$ cat config.mk
export PLATFORM = sky130hd
export DESIGN_NAME = dma_irq_status
export DESIGN_NICKNAME = d
export VERILOG_FILES = /design/src/rtl/dma_irq_pkg.sv /design/src/rtl/irq_flag_bank.sv /design/src/rtl/err_addr_capture.sv /design/src/rtl/reg_read_mux.sv /design/src/rtl/dma_irq_status.sv
export SDC_FILE = /design/constraint.sdc
export NUM_CORES = 1
export LEC_CHECK = 0
export ABC_AREA = 1
export CAP_MARGIN = 20
export CORE_ASPECT_RATIO = 0.8
export CORE_UTILIZATION = 41
export DETAILED_ROUTE_END_ITERATION = 10
export GPL_TIMING_DRIVEN = 0
export HOLD_SLACK_MARGIN = 0.12
export PLACE_DENSITY = 0.86
export SLEW_MARGIN = 25
export SYNTH_ARGS = -nofsm -noshare
export SYNTH_HDL_FRONTEND = slang
export SYNTH_SLANG_ARGS = --single-unit
$ cat constraint.sdc
create_clock -name clk_i -period 1.1 [get_ports clk_i]
set_input_delay 0.22 -clock clk_i [delete_from_list [all_inputs] [get_ports clk_i]]
set_output_delay 0.22 -clock clk_i [all_outputs]
set_load 0.05 [all_outputs]
$ cat src/rtl/dma_irq_pkg.sv
package dma_irq_pkg;
  localparam int unsigned NUM_SRC = 2;
  localparam int unsigned IDX_W   = 3;
  localparam int unsigned DATA_W  = 32;
  localparam int unsigned ADDR_W  = 64;
  localparam int unsigned ERR_BIT = 1;

  localparam logic [IDX_W-1:0] IDX_ADDR_LO = 3'd0;
  localparam logic [IDX_W-1:0] IDX_ADDR_HI = 3'd1;
  localparam logic [IDX_W-1:0] IDX_STATUS  = 3'd3;
  localparam logic [IDX_W-1:0] IDX_EN_SET  = 3'd5;
  localparam logic [IDX_W-1:0] IDX_CLEAR   = 3'd7;
endpackage

$ cat src/rtl/irq_flag_bank.sv
module irq_flag_bank #(
  parameter int unsigned N = 2
) (
  input  logic         clk_i,
  input  logic         rst_ni,
  input  logic [N-1:0] evt_i,
  input  logic [N-1:0] set_en_i,
  input  logic [N-1:0] clr_i,
  output logic [N-1:0] pend_o,
  output logic [N-1:0] en_o
);
  for (genvar g = 0; g < N; g++) begin : g_src
    logic pend_r, en_r;
    always_ff @(posedge clk_i or negedge rst_ni) begin
      if (!rst_ni)           pend_r <= 1'b0;
      else if (evt_i[g])     pend_r <= 1'b1;  // event beats clear
      else if (clr_i[g])     pend_r <= 1'b0;
    end
    always_ff @(posedge clk_i or negedge rst_ni) begin
      if (!rst_ni)           en_r <= 1'b0;
      else if (set_en_i[g])  en_r <= 1'b1;
    end
    assign pend_o[g] = pend_r;
    assign en_o[g]   = en_r;

    p_evt_sets_r2: assert property (@(posedge clk_i) disable iff (!rst_ni)
      evt_i[g] |=> pend_o[g]);
    p_clr_drops_r3: assert property (@(posedge clk_i) disable iff (!rst_ni)
      (clr_i[g] && !evt_i[g]) |=> !pend_o[g]);
    p_en_sticky_r4: assert property (@(posedge clk_i) disable iff (!rst_ni)
      en_o[g] |=> en_o[g]);
    p_collide_r6: assert property (@(posedge clk_i) disable iff (!rst_ni)
      (evt_i[g] && clr_i[g]) |=> pend_o[g]);
  end
endmodule

$ cat src/rtl/err_addr_capture.sv
module err_addr_capture #(
  parameter int unsigned AW = 64
) (
  input  logic          clk_i,
  input  logic          rst_ni,
  input  logic          err_evt_i,
  input  logic          err_pend_i,
  input  logic [AW-1:0] addr_i,
  output logic [AW-1:0] cap_o
);
  always_ff @(posedge clk_i or negedge rst_ni) begin
    if (!rst_ni)                        cap_o <= '0;
    else if (err_evt_i && !err_pend_i)  cap_o <= addr_i;
  end

  p_capture_r7: assert property (@(posedge clk_i) disable iff (!rst_ni)
    (err_evt_i && !err_pend_i) |=> (cap_o == $past(addr_i)));
  p_hold_r8: assert property (@(posedge clk_i) disable iff (!rst_ni)
    err_pend_i |=> $stable(cap_o));
endmodule

$ cat src/rtl/reg_read_mux.sv
module reg_read_mux
  import dma_irq_pkg::*;
#(
  parameter int unsigned N  = 2,
  parameter int unsigned DW = 32,
  parameter int unsigned AW = 64
) (
  input  logic [IDX_W-1:0] idx_i,
  input  logic [N-1:0]     pend_i,
  input  logic [N-1:0]     en_i,
  input  logic [AW-1:0]    cap_i,
  output logic [DW-1:0]    data_o
);
  localparam int unsigned HI_W = AW - DW;
  logic [DW-1:0] hi_word;
  assign hi_word = DW'(cap_i[AW-1:DW]);

  always_comb begin
    unique case (idx_i)
      IDX_ADDR_LO: data_o = cap_i[DW-1:0];
      IDX_ADDR_HI: data_o = hi_word;
      IDX_STATUS:  data_o = {{(DW-N){1'b0}}, pend_i};
      IDX_EN_SET:  data_o = {{(DW-N){1'b0}}, en_i};
      default:     data_o = '0;
    endcase
  end

  initial assert (HI_W > 0 && HI_W <= DW);
endmodule

$ cat src/rtl/dma_irq_status.sv
module dma_irq_status
  import dma_irq_pkg::*;
(
  input  logic              clk_i,
  input  logic              rst_ni,
  input  logic [NUM_SRC-1:0] evt_i,
  input  logic [ADDR_W-1:0] err_addr_i,
  input  logic              wr_en_i,
  input  logic [IDX_W-1:0]  wr_idx_i,
  input  logic [DATA_W-1:0] wr_data_i,
  input  logic [IDX_W-1:0]  rd_idx_i,
  output logic [DATA_W-1:0] rd_data_o,
  output logic              irq_o
);
  logic [NUM_SRC-1:0] set_vec, clr_vec, pend, en;
  logic [ADDR_W-1:0]  cap;

  assign set_vec = (wr_en_i && wr_idx_i == IDX_EN_SET) ? wr_data_i[NUM_SRC-1:0] : '0;
  assign clr_vec = (wr_en_i && wr_idx_i == IDX_CLEAR)  ? wr_data_i[NUM_SRC-1:0] : '0;

  irq_flag_bank #(.N(NUM_SRC)) u_flags (
    .clk_i, .rst_ni, .evt_i,
    .set_en_i(set_vec), .clr_i(clr_vec),
    .pend_o(pend), .en_o(en)
  );

  err_addr_capture #(.AW(ADDR_W)) u_cap (
    .clk_i, .rst_ni,
    .err_evt_i(evt_i[ERR_BIT]), .err_pend_i(pend[ERR_BIT]),
    .addr_i(err_addr_i), .cap_o(cap)
  );

  reg_read_mux #(.N(NUM_SRC), .DW(DATA_W), .AW(ADDR_W)) u_rd (
    .idx_i(rd_idx_i), .pend_i(pend), .en_i(en), .cap_i(cap), .data_o(rd_data_o)
  );

  assign irq_o = |(pend & en);

  p_masked_quiet_r5: assert property (@(posedge clk_i) disable iff (!rst_ni)
    (en == '0) |-> !irq_o);
  p_unmasked_r9: assert property (@(posedge clk_i) disable iff (!rst_ni)
    (evt_i[0] && en[0]) |=> irq_o);
endmodule

# [After elaboration in Yosys (flattened, before gate mapping)]
# Index checks and enable logic that the tools add are counted.
[classes] eq_ne=5 muxes=7 bitwise_logic=1 n_reduce_logical=8
[op_table] op="32-bit case mux with 4 select lines" count=1
[op_table] op="3-bit equality test, second input constant" count=3
[op_table] op="1-bit 2-to-1 mux" count=4
[op_table] op="2-bit 2-to-1 mux" count=2
[op_table] op="2-bit nonzero test" count=2
[op_table] op="3-bit by 1-bit equality test with 1-bit output, second input constant" count=1
[op_table] op="3-bit by 2-bit equality test with 1-bit output, second input constant" count=1
[op_table] op="1-bit logical AND" count=3
[op_table] op="3-bit logical NOT" count=1
[op_table] op="2-bit bitwise AND" count=1
[op_table] op="2-bit OR reduction" count=1
[op_table] op="1-bit logical NOT" count=1
[word_totals] ff_bits=68 inputBits=107 output_inout_bits=33 word_cells=26

# [Depth between registers and ports, before layout]
# Gate-level depths: netlist (run 1).
[depth] ltp_word=5 mapped_depth=6 mapped_depth_nobuf=5

# [By module]
# From an unflattened synthesis (run 1), not the netlist that was laid out.
[unflattened] cells_unflattened=431 hier_area_um2=3377.0
[modules_own_cells] module="err_addr_capture" n_inst=1 cells_each=278 area_per_inst_um2=2613.8 seq_area_each_um2=1601.5
[modules_own_cells] module="reg_read_mux" n_inst=1 cells_each=122 area_per_inst_um2=534.3 seq_area_each_um2=0.0
[modules_own_cells] module="irq_flag_bank" n_inst=1 cells_each=18 area_per_inst_um2=172.7 seq_area_each_um2=100.1
[modules_own_cells] module="dma_irq_status" n_inst=1 cells_each=13 area_per_inst_um2=56.3 seq_area_each_um2=0.0

# [Worst setup path after synthesis (run 1)]
# OpenSTA, ideal clock, no wires.
[synth_timing] path_kind="flip-flop to output port" startpoint="register u_flags.g_src[1].pend_r" endpoint="output irq_o" t_arrival_ns=1.645 t_required_ns=0.880 setup_slack_ns=-0.765 stages_incl_launch_ff=4 n_path_buf=1 cell_sequence="dfrtp_1 > inv_2 > buf_4 > o21ai_0"
[synth_via] elab_chain_len=2
[synth_rtl] item="from (decl)" line_no="irq_flag_bank.sv:13" text="logic pend_r, en_r;"
[synth_rtl] item="from (signal assigned)" line_no="irq_flag_bank.sv:15" text="if (!rst_ni) pend_r <= 1'b0;"
[synth_rtl] item="from (signal assigned)" line_no="irq_flag_bank.sv:16" text="else if (evt_i[g]) pend_r <= 1'b1;"
[synth_rtl] item="from (signal assigned)" line_no="irq_flag_bank.sv:17" text="else if (clr_i[g]) pend_r <= 1'b0;"
[synth_rtl] item="2-bit bitwise AND" line_no="dma_irq_status.sv:37" text="assign irq_o = |(pend & en);"
[synth_rtl] item="2-bit OR reduction" line_no="dma_irq_status.sv:37"
[synth_rtl] item="to (decl)" line_no="dma_irq_status.sv:13" text="output logic irq_o"
# Every way passes these cells.

# [Worst setup path in the final report (run 1)]
# Same ends and word-level chain as after synthesis.

==> key figures, run 1 <==
Yosys
  • Post-synth top area share: 0.519
  • Post-synthesis simple-gate area fraction: 0.407
  • Ranking of synthesized cells by area: dfrtp_1, nand2_1, nand3_1
  • Yosys reg bits: 68
  • Seq/Total Area, Yosys: 0.519
  • Mux contribution to synthesized area: 0
  • Mean Syn Cell Area: 7.72 µm²
  • XOR/XNOR share of the synthesized area: 0
  • Syn_nets: 532
  • Adder and majority cell fraction of the synthesized area: 0
  • Synth warnings: 0
  • Largest family of logic cells by synthesized area: simple AND/OR/NAND/NOR gates
  • Post-synth top area cell: dfrtp_1
  • Syn Inst Count: 425
  • Synth cell types: 16
  • Post-Syn Area: 3280 µm²
  • Synth Area in Compound Gates: 0.00153

Status
  • Status: finished, violations left
  • Failing checks: negative setup slack

Finish
  • Cell area after layout: 6130 µm²
  • P&R area growth vs syn: 86.8%
  • Number of antenna repair diodes: 0
  • Nets: 680
  • Layout cells sized above 1: 0.365
  • Final Non-Filler Cells: 683

Worst setup path
  • Critical Path Fanout Max: 3
  • Crit path DAT: 1.22 ns
  • Reg2Reg Depth: 7
  • Setup crit end kind: output pin
  • Startpoint Class: register
  • Required @ worst endpoint: 0.88 ns
  • Crit path kind: register to output pin

Placed design
  • I/O Buffers: 109
  • HPWL after DPL: 7.07 mm
  • GPL Wtd Cong: 0.852
  • Area post-placement: 4610 µm²
  • DP Cell Count: 640

Route
  • WL/cell: 19.2 µm
  • Via count: 3704
  • Drt drc: 0
  • 1st-pass router iterations: 4
  • Post-route ant nets: 0
  • Vias per inst: 5.42
  • Total wire length: 13.1 mm
  • Detailed Route Iter0 Violations: 215

Pwr
  • Max rail drop VDD: 728 µV
  • Power density over the cells: 1310 nW/µm²
  • Lkg Pwr: 0.00312 µW

Floorplan
  • IO Count: 140
  • CORE AREA: 7570 µm²
  • Die H: 82.0 µm
  • Initial core utilization: 0.434
  • # rows: 28
  • Die ar.: 8370 µm²
  • Die X: 102 µm

Timing
  • Slew margin rel.: 0.590
  • Final hold vios: 0
  • Min setup slack post-route: -0.340 ns
  • Period utilisation layout: 1.31
  • RSZ-0062 raised after global routing: true
  • Worst Tran Pin Value: 0.613 ns
  • Setup Viol. Count Final: 93
  • Layout Skew: 0.00863 ns
  • Slew Limit Fails: 0
  • Tmin final: 1.44 ns
  • Maximum clock rate: 694 MHz

GRT
  • Largest net degree at the start of global routing: 38
  • GRT Total Usage: 0.283
  • GRT overflow: 0
  • First-pass GRT wire length: 17.3 mm
  • Number of global-route vias before repair: 3634
  • Initial antenna violation count: 0

CTS
  • Clock buffer depth: 2
  • Reg clk slew, reported paths: 0.07 ns
  • Worst-Skew Late Latency: 0.36 ns
  • Root Driver: clkbuf_8
  • TritonCTS Buffers: 9
  • H-tree Lvls: 3
  • TritonCTS clock tree: done
  • Clk sinks: 68

Min path
  • HP Class: primary input to asynchronous set/reset pin

Run
  • Max cap viols: 0
[final timing paths]
| check | startpoint | end | slack (ns) |
|---|---|---|---|
| hold reg to reg | u_cap.cap_o[62] | u_cap.cap_o[62] | 0.49 |
| hold / removal | rst_ni | u_cap.cap_o[29] | 0.36 |
| setup reg to reg | u_flags.g_src[1].pend_r | u_cap.cap_o[26] | -0.19 |
| setup / recovery | u_flags.g_src[1].pend_r | irq_o | -0.34 |
| max in group asynchronous | rst_ni | u_flags.g_src[1].en_r | 0.19 |
| min in group clk_i | evt_i[0] | u_flags.g_src[0].pend_r | 0.39 |
[cell usage after synthesis]
library cell    n
buf_2          15
buf_4          10
buf_6           3
clkbuf_1        2
dfrtp_1        68
inv_1          11
inv_2           2
nand2_1       204
nand2_2         1
nand3_1       100
nand4_1         4
nor2_1          1
nor2_4          1
nor3_1          1
nor3_4          1
o21ai_0         1
[through the flow]
step,utilization,TNS (ns),setup slack [ns],total power [µW],hold WS [ns]
2_1_floorplan,-,0,0.00854,4450,-0.0756
3_3_place_gp,0.607,-218.15,-2.31,5150,0.453
3_5_place_dp,0.609,-63.46,-1.39,5260,0.186
4_1_cts,0.734,-10.78,-0.345,7600,0.362
5_1_grt,0.810,-19.74,-0.386,8350,0.391
6_report,0.810,-15.88,-0.340,8000,0.359
[critical path, stage by stage (launching register included)]
cell and delay, ns:
dfrtp_1 0.40, inv_2 0.06, buf_6 0.12, o21ai_4 0.12, buf_6 0.17
[cell type report]
class,count,area (µm²)
clock inverters,5,36.3
well taps,105,131
plain buffers,30,365
inverters,13,48.8
repair buffers,135,1700
multi-input cells,316,2000
flip-flops and latches,68,1700
fillers,456,1440
clock buffers,11,151
[cell usage in the layout (no fill, tap or decap), types with 14 or more instances in the layout]
cell type | netlist | layout
buf_4 | 10 | 14
nand3_2 | 0 | 17
nand2_1 | 204 | 137
nand2_4 | 0 | 38
buf_8 | 0 | 45
nand2_2 | 1 | 28
buf_6 | 3 | 15
dfrtp_1 | 68 | 68
clkdlybuf4s50_1 | 0 | 71
nand3_1 | 100 | 72
[cell families (layout without fill, tap and decap cells)]
family,Yosys count,in the layout
buf+inv,43,194
simple gates,313,315
compound gates,1,1
flops,68,68
[flip-flops by register name (all words and copies together) (netlist names)]
name                  flops
u_flags.g_src.pend_r      2
u_flags.g_src.en_r        2
u_cap.cap_o              64
[timing repair]
action / 4_1_cts / 5_1_grt
hold buffers: 1 / 0
gates resized for setup: 387 / 91
endpoints found under the setup margin: 92 / 94
cloned: 7 / 8
hold endpoints to repair: 31 / 0
pin swaps: 24 / 24
setup buffers: 11 / 2
[where the power goes]
| part | leakage [µW] | internal (µW) | switching, µW |
|---|---|---|---|
| logic | 0.00219 | 1050 | 1250 |
| clock network | 0.0000876 | 940 | 1030 |
| registers | 0.000851 | 3110 | 628 |
[routing by layer]
layer,vias up,track usage,wire [µm],part of all wire
li1,1670,-,-,-
met1,1823,0.344,4950,0.38
met2,168,0.487,6690,0.51
met3,43,0.0621,1090,0.083
met4,0,0.124,371,0.028
met5,-,0,0,0
Power figures use the tool's default switching activity.
==> inputs of run 2 (changes only) <==
- SETUP_SLACK_MARGIN: default -> 0.3
- clock period: 1.1 -> 1.8 ns (I/O delays scaled with it)
==> key figures, run 2 (synthesized netlist as in run 1, its figures left out) <==
Status
  • Status: finished clean (was finished, violations left)

Floorplan
  • # rows: 28 (unchanged)
  • IO Count: 140 (unchanged)
  • CORE AREA: 7570 µm² (unchanged)
  • Initial core utilization: 0.434 (unchanged)
  • Die ar.: 8370 µm² (unchanged)
  • Die H: 82.0 µm (unchanged)
  • Die X: 102 µm (unchanged)

Pwr
  • Max rail drop VDD: 489 µV (was 728 µV)
  • Power density over the cells: 898 nW/µm² (was 1310 nW/µm²)
  • Lkg Pwr: 0.00282 µW (was 0.00312 µW)
  • Tot Pwr: 4830 µW (was 8000 µW)

Min path
  • Hold path cells: 2
  • Hold path start: u_cap.cap_o[48]
  • HP Class: register to register (was primary input to asynchronous set/reset pin)

CTS
  • Clock buffer depth: 2 (unchanged)
  • Worst-Skew Late Latency: 0.35 ns (was 0.36 ns)
  • TritonCTS clock tree: done (unchanged)
  • TritonCTS Buffers: 9 (unchanged)
  • Reg clk slew, reported paths: 0.07 ns (about the same)
  • Root Driver: clkbuf_8 (unchanged)
  • Clk sinks: 68 (unchanged)
  • H-tree Lvls: 3 (unchanged)

Worst setup path
  • Setup crit start: rd_idx_i[1] (was u_flags.g_src[1].pend_r)
  • Required @ worst endpoint: 1.44 ns (was 0.88 ns)
  • Reg2Reg Depth: 5 (was 7)
  • Critical Path Fanout Max: 5 (was 3)
  • Crit path kind: primary input to output pin (was register to output pin)
  • FF-to-FF Start: u_flags.g_src[1].pend_r (unchanged)
  • Startpoint Class: primary input (was register)
  • Crit path DAT: 1.36 ns (was 1.22 ns)
  • Setup crit end kind: output pin (unchanged)

Route
  • Drt drc: 0 (unchanged)
  • Vias per inst: 5.33 (was 5.42)
  • WL/cell: 16.9 µm (was 19.2 µm)
  • Detailed Route Iter0 Violations: 240 (was 215)
  • Via count: 3598 (was 3704)
  • 1st-pass router iterations: 5 (was 4)
  • Total wire length: 11.4 mm (was 13.1 mm)
  • Post-route ant nets: 0 (unchanged)

Timing
  • Setup Viol. Count Final: 0 (was 93)
  • Period utilisation layout: 0.958
  • Worst Tran Pin Value: 0.486 ns (was 0.613 ns)
  • Fin Setup TNS: 0 ns (was -15.88 ns)
  • Tmin final: 1.72 ns
  • Slew margin rel.: 0.676 (was 0.590)
  • Layout Skew: 0.00741 ns (was 0.00863 ns)
  • Maximum clock rate: 580 MHz
  • Final hold vios: 0 (unchanged)
  • Hold Slack: 0.476 ns (was 0.359 ns)
  • Slew Limit Fails: 0 (unchanged)
  • RSZ-0062 raised after global routing: true (unchanged)

Finish
  • Reg with most FFs: u_cap.cap_o (unchanged)
  • Number of antenna repair diodes: 0 (unchanged)
  • Largest regs: u_cap.cap_o (64), u_flags.g_src.en_r (2), u_flags.g_src.pend_r (2) (unchanged)
  • Layout cells sized above 1: 0.254 (was 0.365)
  • Layout Utilization: 0.711 (was 0.810)
  • Max FFs per register: 64 (unchanged)
  • Nets: 672 (was 680)
  • P&R area growth vs syn: 64.0% (was 86.8%)
  • Commonest non-fill, non-tap cell in the layout: nand2_1 (unchanged)
  • Commonest non-fill, non-tap cells in the layout: nand2_1, nand3_1, clkdlybuf4s50_1 (unchanged)
  • Final Non-Filler Cells: 675 (was 683)

GRT
  • Largest net degree at the start of global routing: 38 (unchanged)
  • Met3 Use GR: 0.0783 (was 0.0621)
  • GRT Total Usage: 0.280 (was 0.283)
  • GRT met2 Usage: 0.480 (was 0.487)
  • Most crowded layer after global routing: met2 (unchanged)
  • GR Layer Usage met1: 0.350 (was 0.344)
  • First-pass GRT wire length: 17.1 mm (was 17.3 mm)
  • GRT overflow: 0 (unchanged)
  • Initial antenna violation count: 0 (unchanged)
  • Number of global-route vias before repair: 3513 (was 3634)

Placed design
  • DP Cell Count: 640 (unchanged)
  • GPL Wtd Cong: 0.857 (was 0.852)
  • HPWL after DPL: 6.95 mm (was 7.07 mm)
  • I/O Buffers: 109 (unchanged)

Run
  • Max cap viols: 0 (unchanged)
-- run 2: what timing repair did --
item / 4_1_cts / 5_1_grt
gates resized for setup: 331 / 25
hold endpoints to repair: 31 / 0
endpoints found under the setup margin: 33 / 33
cloned: 7 / 0
hold buffers: 1 / 0
buffers inserted: 8 / 3
pin swaps: 13 / 14
-- run 2: final timing paths --
check                             endpoint  slack [ns]
min                        u_cap.cap_o[48]        0.48
max in group asynchronous  u_cap.cap_o[15]        0.75
min reg2reg                u_cap.cap_o[48]        0.48
max                          rd_data_o[20]        0.08
min in group asynchronous  u_cap.cap_o[28]        0.49
max reg2reg                u_cap.cap_o[55]        0.46
-- run 2: through the flow --
step                      setup slack [ns]  cell area (µm²)
after CTS                            0.118             5240
final                               0.0759             5380
after global routing                0.0472             5380
after global placement               -1.83             4510
after floorplan                      0.313             3280
after detailed placement            -0.962             4520
-- run 2: worst max-delay path: stages --
cell and delay (ns):
buf_8 0.11, nor3_4 0.21, buf_6 0.17, buf_6 0.11, buf_8 0.12, nand2_2 0.06, nand2_2 0.08, buf_8 0.14
-- run 2: power breakdown --
group / internal, µW / switching, µW / total [µW]
Combinational: 557 / 688 / 1240
Clock: 817 / 605 / 1420
Sequential: 1900 / 269 / 2170
-- run 2: cell type report --
type | count | area (µm²)
inverter | 13 | 48.8
buffer | 30 | 238
sequential | 68 | 1700
clock inverter | 4 | 72.6
tap | 105 | 131
clock buffer | 12 | 145
timing repair buffer | 129 | 1470
multi-input combinational | 314 | 1570
fill | 601 | 2190
-- run 2: metal layers --
metal | up-vias | routed length (µm)
met5 | - | 0
met4 | 0 | 242
met3 | 28 | 888
met2 | 183 | 5550
met1 | 1747 | 4740
li1 | 1640 | -
